--- src/rtl/reg_sup_pkg.sv ---
package reg_sup_pkg;
  typedef enum logic [1:0] {
    ST_OFF    = 2'd0,
    ST_RUN    = 2'd1,
    ST_OV_FLT = 2'd2,
    ST_UV_FLT = 2'd3
  } sup_state_e;
endpackage

--- src/rtl/sup_qual_filter.sv ---
module sup_qual_filter #(
  parameter int unsigned N = 8
) (
  input  logic clk_i,
  input  logic rst_ni,
  input  logic clr_i,
  input  logic cmp_i,
  output logic trip_o
);
  localparam int unsigned W = (N < 2) ? 1 : $clog2(N);
  localparam logic [W-1:0] LAST = W'(N - 1);

  logic [W-1:0] cnt_q;

  always_ff @(posedge clk_i or negedge rst_ni) begin
    if (!rst_ni)          cnt_q <= '0;
    else if (clr_i)       cnt_q <= '0;
    else if (!cmp_i)      cnt_q <= '0;
    else if (cnt_q != LAST) cnt_q <= cnt_q + 1'b1;
  end

  // trips on the Nth consecutive high sample
  assign trip_o = cmp_i && (cnt_q == LAST);

  // a trip needs the comparator high on the previous edge as well
  p_trip_needs_history_r6: assert property (@(posedge clk_i) disable iff (!rst_ni)
    (trip_o && !clr_i && (N > 1)) |-> $past(cmp_i));
endmodule

--- src/rtl/sup_startup_timer.sv ---
module sup_startup_timer #(
  parameter int unsigned DLY = 200000
) (
  input  logic clk_i,
  input  logic rst_ni,
  input  logic clr_i,
  output logic done_o
);
  localparam int unsigned W = $clog2(DLY + 1);
  localparam logic [W-1:0] END_CNT = W'(DLY);

  logic [W-1:0] cnt_q;

  always_ff @(posedge clk_i or negedge rst_ni) begin
    if (!rst_ni)               cnt_q <= '0;
    else if (clr_i)            cnt_q <= '0;
    else if (cnt_q != END_CNT) cnt_q <= cnt_q + 1'b1;
  end

  assign done_o = (cnt_q == END_CNT);

  // once elapsed, the delay stays elapsed until cleared
  p_done_holds_r9: assert property (@(posedge clk_i) disable iff (!rst_ni)
    (done_o && !clr_i) |=> done_o);
endmodule

--- src/rtl/sup_pg_hyst.sv ---
module sup_pg_hyst (
  input  logic clk_i,
  input  logic rst_ni,
  input  logic active_i,
  input  logic low_i,
  input  logic rec_i,
  output logic ok_o
);
  logic ok_q;

  always_ff @(posedge clk_i or negedge rst_ni) begin
    if (!rst_ni)        ok_q <= 1'b0;
    else if (!active_i) ok_q <= 1'b0;
    else if (low_i)     ok_q <= 1'b0;
    else if (rec_i)     ok_q <= 1'b1;
  end

  assign ok_o = ok_q;

  // low threshold wins; in-band feedback keeps the prior decision
  p_low_clears_r10: assert property (@(posedge clk_i) disable iff (!rst_ni)
    (active_i && low_i) |=> !ok_o);
  p_inband_hold_r10: assert property (@(posedge clk_i) disable iff (!rst_ni)
    (active_i && !low_i && !rec_i) |=> $stable(ok_o));
endmodule

--- src/rtl/reg_fault_supervisor.sv ---
module reg_fault_supervisor
  import reg_sup_pkg::*;
#(
  parameter int unsigned OV_CYCLES     = 500,
  parameter int unsigned UV_CYCLES     = 8,
  parameter int unsigned PG_DLY_CYCLES = 200000
) (
  input  logic clk_i,
  input  logic rst_ni,
  input  logic en_i,
  input  logic supply_ok_i,
  input  logic ov_cmp_i,
  input  logic uv_cmp_i,
  input  logic pg_low_cmp_i,
  input  logic pg_rec_cmp_i,
  input  logic ss_done_i,
  output logic run_o,
  output logic force_ls_o,
  output logic tristate_o,
  output logic pgood_o
);
  sup_state_e state_q, state_d;
  logic active, ov_trip, uv_trip, dly_done, pg_ok;

  assign active = en_i && supply_ok_i;

  sup_qual_filter #(.N(OV_CYCLES)) u_ov_filt (
    .clk_i, .rst_ni, .clr_i(!active), .cmp_i(ov_cmp_i), .trip_o(ov_trip)
  );

  sup_qual_filter #(.N(UV_CYCLES)) u_uv_filt (
    .clk_i, .rst_ni, .clr_i(!active), .cmp_i(uv_cmp_i), .trip_o(uv_trip)
  );

  sup_startup_timer #(.DLY(PG_DLY_CYCLES)) u_dly (
    .clk_i, .rst_ni, .clr_i(!active), .done_o(dly_done)
  );

  sup_pg_hyst u_pg (
    .clk_i, .rst_ni, .active_i(active), .low_i(pg_low_cmp_i),
    .rec_i(pg_rec_cmp_i), .ok_o(pg_ok)
  );

  always_comb begin
    state_d = state_q;
    if (!active) begin
      state_d = ST_OFF;  // enable toggle or POR clears latches
    end else begin
      unique case (state_q)
        ST_OFF: state_d = ST_RUN;
        ST_RUN: begin
          if (ov_trip)      state_d = ST_OV_FLT;  // over-voltage has priority
          else if (uv_trip) state_d = ST_UV_FLT;
        end
        default: state_d = state_q;
      endcase
    end
  end

  always_ff @(posedge clk_i or negedge rst_ni) begin
    if (!rst_ni) state_q <= ST_OFF;
    else         state_q <= state_d;
  end

  assign run_o      = (state_q == ST_RUN);
  assign force_ls_o = (state_q == ST_OV_FLT);
  assign tristate_o = (state_q == ST_OFF) || (state_q == ST_UV_FLT);
  assign pgood_o    = run_o && dly_done && ss_done_i && pg_ok && !ov_cmp_i;

  p_off_after_inactive_r1: assert property (@(posedge clk_i) disable iff (!rst_ni)
    !active |=> (tristate_o && !pgood_o && !force_ls_o));
  p_ov_latched_r7: assert property (@(posedge clk_i) disable iff (!rst_ni)
    (force_ls_o && active) |=> force_ls_o);
  p_uv_latched_r7: assert property (@(posedge clk_i) disable iff (!rst_ni)
    (tristate_o && !run_o && state_q == ST_UV_FLT && active) |=> (tristate_o && !force_ls_o));
  p_ov_priority_r8: assert property (@(posedge clk_i) disable iff (!rst_ni)
    (run_o && active && ov_trip && uv_trip) |=> force_ls_o);
  p_pgood_ov_r11: assert property (@(posedge clk_i) disable iff (!rst_ni)
    ov_cmp_i |-> !pgood_o);
endmodule

--- config.mk ---
export PLATFORM = sky130hd
export DESIGN_NAME = reg_fault_supervisor
export DESIGN_NICKNAME = d
export VERILOG_FILES = /design/src/rtl/reg_sup_pkg.sv /design/src/rtl/sup_qual_filter.sv /design/src/rtl/sup_startup_timer.sv /design/src/rtl/sup_pg_hyst.sv /design/src/rtl/reg_fault_supervisor.sv
export SDC_FILE = /design/constraint.sdc
export NUM_CORES = 1
export LEC_CHECK = 0
export BUFFER_PORTS_ARGS = -buffer_cell sky130_fd_sc_hd__clkbuf_2
export CAP_MARGIN = 25
export CORE_ASPECT_RATIO = 1.4
export CORE_MARGIN = 2
export CORE_UTILIZATION = 55
export CTS_CLUSTER_DIAMETER = 80
export DETAILED_ROUTE_END_ITERATION = 7
export HOLD_SLACK_MARGIN = 0.1
export PLACE_DENSITY = 0.74
export SYNTH_ARGS = -nofsm -noshare
export SYNTH_HDL_FRONTEND = slang
export SYNTH_HIERARCHICAL = 1
export SYNTH_SLANG_ARGS = --single-unit
export TNS_END_PERCENT = 50
--- constraint.sdc ---
create_clock -name clk_i -period 2.2 [get_ports clk_i]
set_input_delay 0.22 -clock clk_i [delete_from_list [all_inputs] [get_ports clk_i]]
set_output_delay 0.22 -clock clk_i [all_outputs]
set_load 0.02 [all_outputs]
# Word-level counts from Yosys, hierarchy flattened
# Index checks and enable logic that the tools add are counted.
# W data, S select, Z words.
# word_totals
ff_bits	33
in_bits	9
output_inout_bits	4
elab_cells	49
# classes
n_addsub	3
n_eq_ne	15
muxes	15
reduce_logical	11
# op_table
operator	count
$mux W18	2
$mux W9	3
$add A18 B1 Y18 const B	1
$eq A18 B18 Y1 const B	1
$ne A18 B18 Y1 const B	1
$ne A3 B3 Y1 const B	5
$add A9 B1 Y9 const B	1
$eq A9 B9 Y1 const B	1
$mux W3	3
$ne A9 B9 Y1 const B	1
$logic_and A1 B1 Y1	7
$mux W2	3
$eq A2 B2 Y1 const B	2
$ne A4 B4 Y1 const B	1
$pmux W2 S2	1
$add A3 B1 Y3 const B	1
$eq A3 B3 Y1 const B	1
$mux W1	3
$eq A2 B1 Y1 const B	1
$logic_not A2 Y1	1
$ne A2 B2 Y1 const B	1
$reduce_and A2 Y1	1
$logic_not A1 Y1	1
$logic_or A1 B1 Y1	1

# Longest topological paths before layout
# logic_depth
word_depth	6
mapped_depth	6
ltp_nobuf	6

# Modules after synthesis
# The synthesis kept the hierarchy.
# modules_own_cells
module	instances	cells_each	area_per_inst_um2	seq_area_each_um2
sup_startup_timer	1	105	996.0	450.4
sup_qual_filter (u_ov_filt)	1	53	501.7	225.2
reg_fault_supervisor	1	20	173.9	50.0
sup_qual_filter (u_uv_filt)	1	13	153.9	75.1
sup_pg_hyst	1	3	41.3	25.0

# Worst setup path before layout
# Ideal clock, no wire load.
# synth_timing
path_type	register to output
start	reg u_dly.cnt_q[13]
end	out pgood_o
arrival_ns	1.610
slack_ns	0.370
stages_incl_launch_ff	6
path_buffers	0
path_cell_list	dfrtp_1 -> nor4b_1 -> nand3_1 -> nor4_4 -> nand4_1 -> nor2_1
# synth_via
elab_chain_len	5
# synth_rtl
item	line	rtl
from (decl)	sup_startup_timer.sv:12	logic [W-1:0] cnt_q;
from (signal assigned)	sup_startup_timer.sv:17	else if (cnt_q != END_CNT) cnt_q <= cnt_q + 1'b1;
$eq A18 B18 Y1	sup_startup_timer.sv:20	assign done_o = (cnt_q == END_CNT);
via dly_done	reg_fault_supervisor.sv:23	logic active, ov_trip, uv_trip, dly_done, pg_ok;
$logic_and A1 B1 Y1 (4 in a row)	reg_fault_supervisor.sv:68	assign pgood_o = run_o && dly_done && ss_done_i && pg_ok && !ov_cmp_i;
to (decl)	reg_fault_supervisor.sv:20	output logic pgood_o
# The timed path passes the listed nets, and every way through them passes these cells.

# Worst setup path in the final report
# layout_timing
start	reg u_dly.cnt_q[2]
end	out pgood_o
# The elaborated chain is that of the path after synthesis.

==> flow_summary.ini <==
[die]
die_height_um = 72.94
die_w_um = 53.24
ios = 13
dieArea_um2 = 3883
coreArea_um2 = 3316
rows = 25
start_util = 0.5630

[logic_synthesis]
yosys.area_share.simple = 0.2862
syn_area_um2 = 1867
synth_seq_cells = 33
synth_top_family_by_area = simple AND/OR/NAND/NOR gates
synth_area_leaders = dfrtp_1, ha_1, nor2_1
synth_cell_type_count = 39
synthCells = 194
synthMuxAreaShare = 0.03619
yosysTopAreaCell = dfrtp_1
yosysTopAreaCellShare = 0.4424
synth_most_common_cell = dfrtp_1
ys_top_cells_by_count = dfrtp_1, nor2_1, nand3_1, inv_1
syn_nets = 212
yosys.area_share.xor_xnor = 0.07038
postSynthAreaPerCell_um2 = 9.623
synth_flop_cell = dfrtp_1
ys_warn_count = 6
synth.yosys.seq_area_share = 0.4424
async_flop_share = 1.000
synth_edf_count = 0
synth-compound-area-share = 0.06971
synth_fa_ha_area_frac = 0.06032

[setup_path]
rrSetupSlack_ps = 420
reg2reg_from = u_dly/cnt_q[2]
required_ps = 1980
ff2ff_path_depth = 5
crit_path_start_kind = register
worstSetupPathType = reg2out
critPathCaptureType = primary output
worst_ep_arrival_time_ps = 1850
critPathMaxFanout = 8
timing.rr.end = u_dly/cnt_q[0]

[timing]
rsz0062_at_grt = false
setup_ws_ps = 128.8
fin_crit_sh = 0.9415
hold_viol = 0
setup_violations = 0
min_period_ps = 2071
maxSlewViolCount = 0
setup_tns_ps = 0
finClkSkew_ps = 10.30
timing.fmax_mhz = 482.8
tightest_slew_ps = 809.9
max-slew-margin-rel = 0.4601

[drt]
viasPerCell = 5.815
ant_nets = 0
wirelength_mm = 3.719
first_iter_violations = 62
wl_per_cell_um = 14.64
vias = 1477
route.detailed.drc = 0
drt_first_pass_iters = 4

[clock_tree]
cts_tree = yes
clk_path_buf_depth = 2
htreeDepth = 2
clock_sinks = 33
cts_buffers = 5
post_cts.repair.setup_buffers = 0
root_buffer = clkbuf_8
clock_latency_ps = 290
path_clk_slew_ps = 70

[grt]
antenna_found_initial = 0
globalRouteOverflowTotal = 0
grt_usage = 0.2262
grt_start_max_net_pins = 34
grt_pass1_wl_mm = 6.417
grt_pass1_vias = 1461

[cells_and_area]
drive_gt1_frac = 0.1402
fin_area_um2 = 2077
area_growth_pct = 11.26
diodes = 0
fillers = 276
num-nets-final = 231

[placement]
pre_cts_ws_ps = 372.9
placed_cell_area_um2 = 1968
dp_hpwl_mm = 2.635
io_buffers = 12
place.gp.congestion = 0.8708

[power_and_ir_drop]
irDropWorstVdd_mv = 0.4640
p_leak_nw = 0.8673
p_per_area_nw_per_um2 = 538.0

[worst_hold_path]
min_path_type = in2reg
min_delay_worst_endpoint = u_pg/ok_o
min-delay-start = pg_rec_cmp_i
whs_path_depth = 3

[job]
cap_violations = 0

[outcome]
status = complete, no violations
==> area by class of cell <==
type,instances,area (um^2),area share
Clock buffer,6,72.57,0.03494
Tap cell,40,50.05,0.02410
Inverter,11,41.29,0.01988
Sequential cell,33,825.8,0.3976
Multi-Input combinational cell,146,982.2,0.4729
Clock inverter,2,10.01,0.004819
Timing Repair Buffer,16,95.09,0.04578
==> cell families (layout without fill, tap and decap cells) <==
logic type      Yosys count  after routing
compound gates           22             22
mux                       6              6
simple gates             94             94
fa+ha+maj                 9              9
xor+xnor                 15             15
buf+inv                  15             35
flops                    33             33
==> per-stage QoR <==
stage	instances	hold slack (ps)	total power, mW	utilization
4_1_cts	254	211.0	1.139	0.6245
3_5_place_dp	244	345.1	0.6944	0.5936
6_report	254	218.3	1.117	0.6264
5_1_grt	254	212.2	1.180	0.6264
2_1_floorplan	194	-75.59	0.6648	-
3_3_place_gp	244	332.7	0.6907	0.5936
==> placed cells by master, fill, tap and decap left out, drive strengths merged, types with 3 or more instances in the layout <==
| master | count |
|---|---|
| dfrtp | 33 |
| nor2 | 27 |
| clkbuf | 18 |
| nand3 | 16 |
| inv | 11 |
| nand4 | 9 |
| ha | 9 |
| xnor2 | 9 |
| a21oi | 8 |
| o21ai | 8 |
| nand2 | 7 |
| xor2 | 6 |
| nand2b | 6 |
| nor4 | 6 |
| and3 | 3 |
| mux2i | 3 |
| nor2b | 3 |
| nor3 | 3 |
| or3 | 3 |
| mux2 | 3 |
==> sequential cells by signal, indices dropped and copies added (netlist names) <==
signal,cells
u_pg/ok_o,1
state_q,2
u_uv_filt/cnt_q,3
u_ov_filt/cnt_q,9
u_dly/cnt_q,18
==> metal layers <==
layer | routed length (um) | up-vias | global-route usage | share of wire
met1 | 1564 | 721 | 0.2541 | 0.42
met4 | 65 | 0 | 0.1054 | 0.017
met5 | 0 | - | 0 | 0
met2 | 1962 | 26 | 0.3896 | 0.53
met3 | 126 | 6 | 0.05738 | 0.034
li1 | - | 724 | - | -
==> critical path, cell delays in order, from the launching register on <==
cell      delay, ps
dfrtp_1         470
nor4b_2         290
nand4_1         160
nor4_4          270
nand4_1         120
nor2_1           90
clkbuf_2        170
==> power breakdown <==
part           switching [mW]  internal [mW]  total (mW)
logic                  0.0421         0.0246      0.0666
registers             0.00645          0.612       0.618
clock network           0.214          0.219       0.432
==> what timing repair did <==
item	CTS	global route
setup endpoints to repair	0	1
hold endpoints to repair	34	0
hold buffers	2	0
resized for setup	0	1
==> worst max path at each step <==
stage	slack [ps]	startpoint	to	cells after the start
6_report	130	u_dly/cnt_q[2]	pgood_o	6
2_1_floorplan	370	u_dly/cnt_q[13]	pgood_o	5
3_5_place_dp	370	u_dly/cnt_q[13]	pgood_o	6
4_1_cts	60	u_dly/cnt_q[13]	pgood_o	6
5_1_grt	20	u_dly/cnt_q[2]	pgood_o	6
3_3_place_gp	430	u_dly/cnt_q[13]	pgood_o	6
No activity file was read; power rests on OpenSTA's default activity.
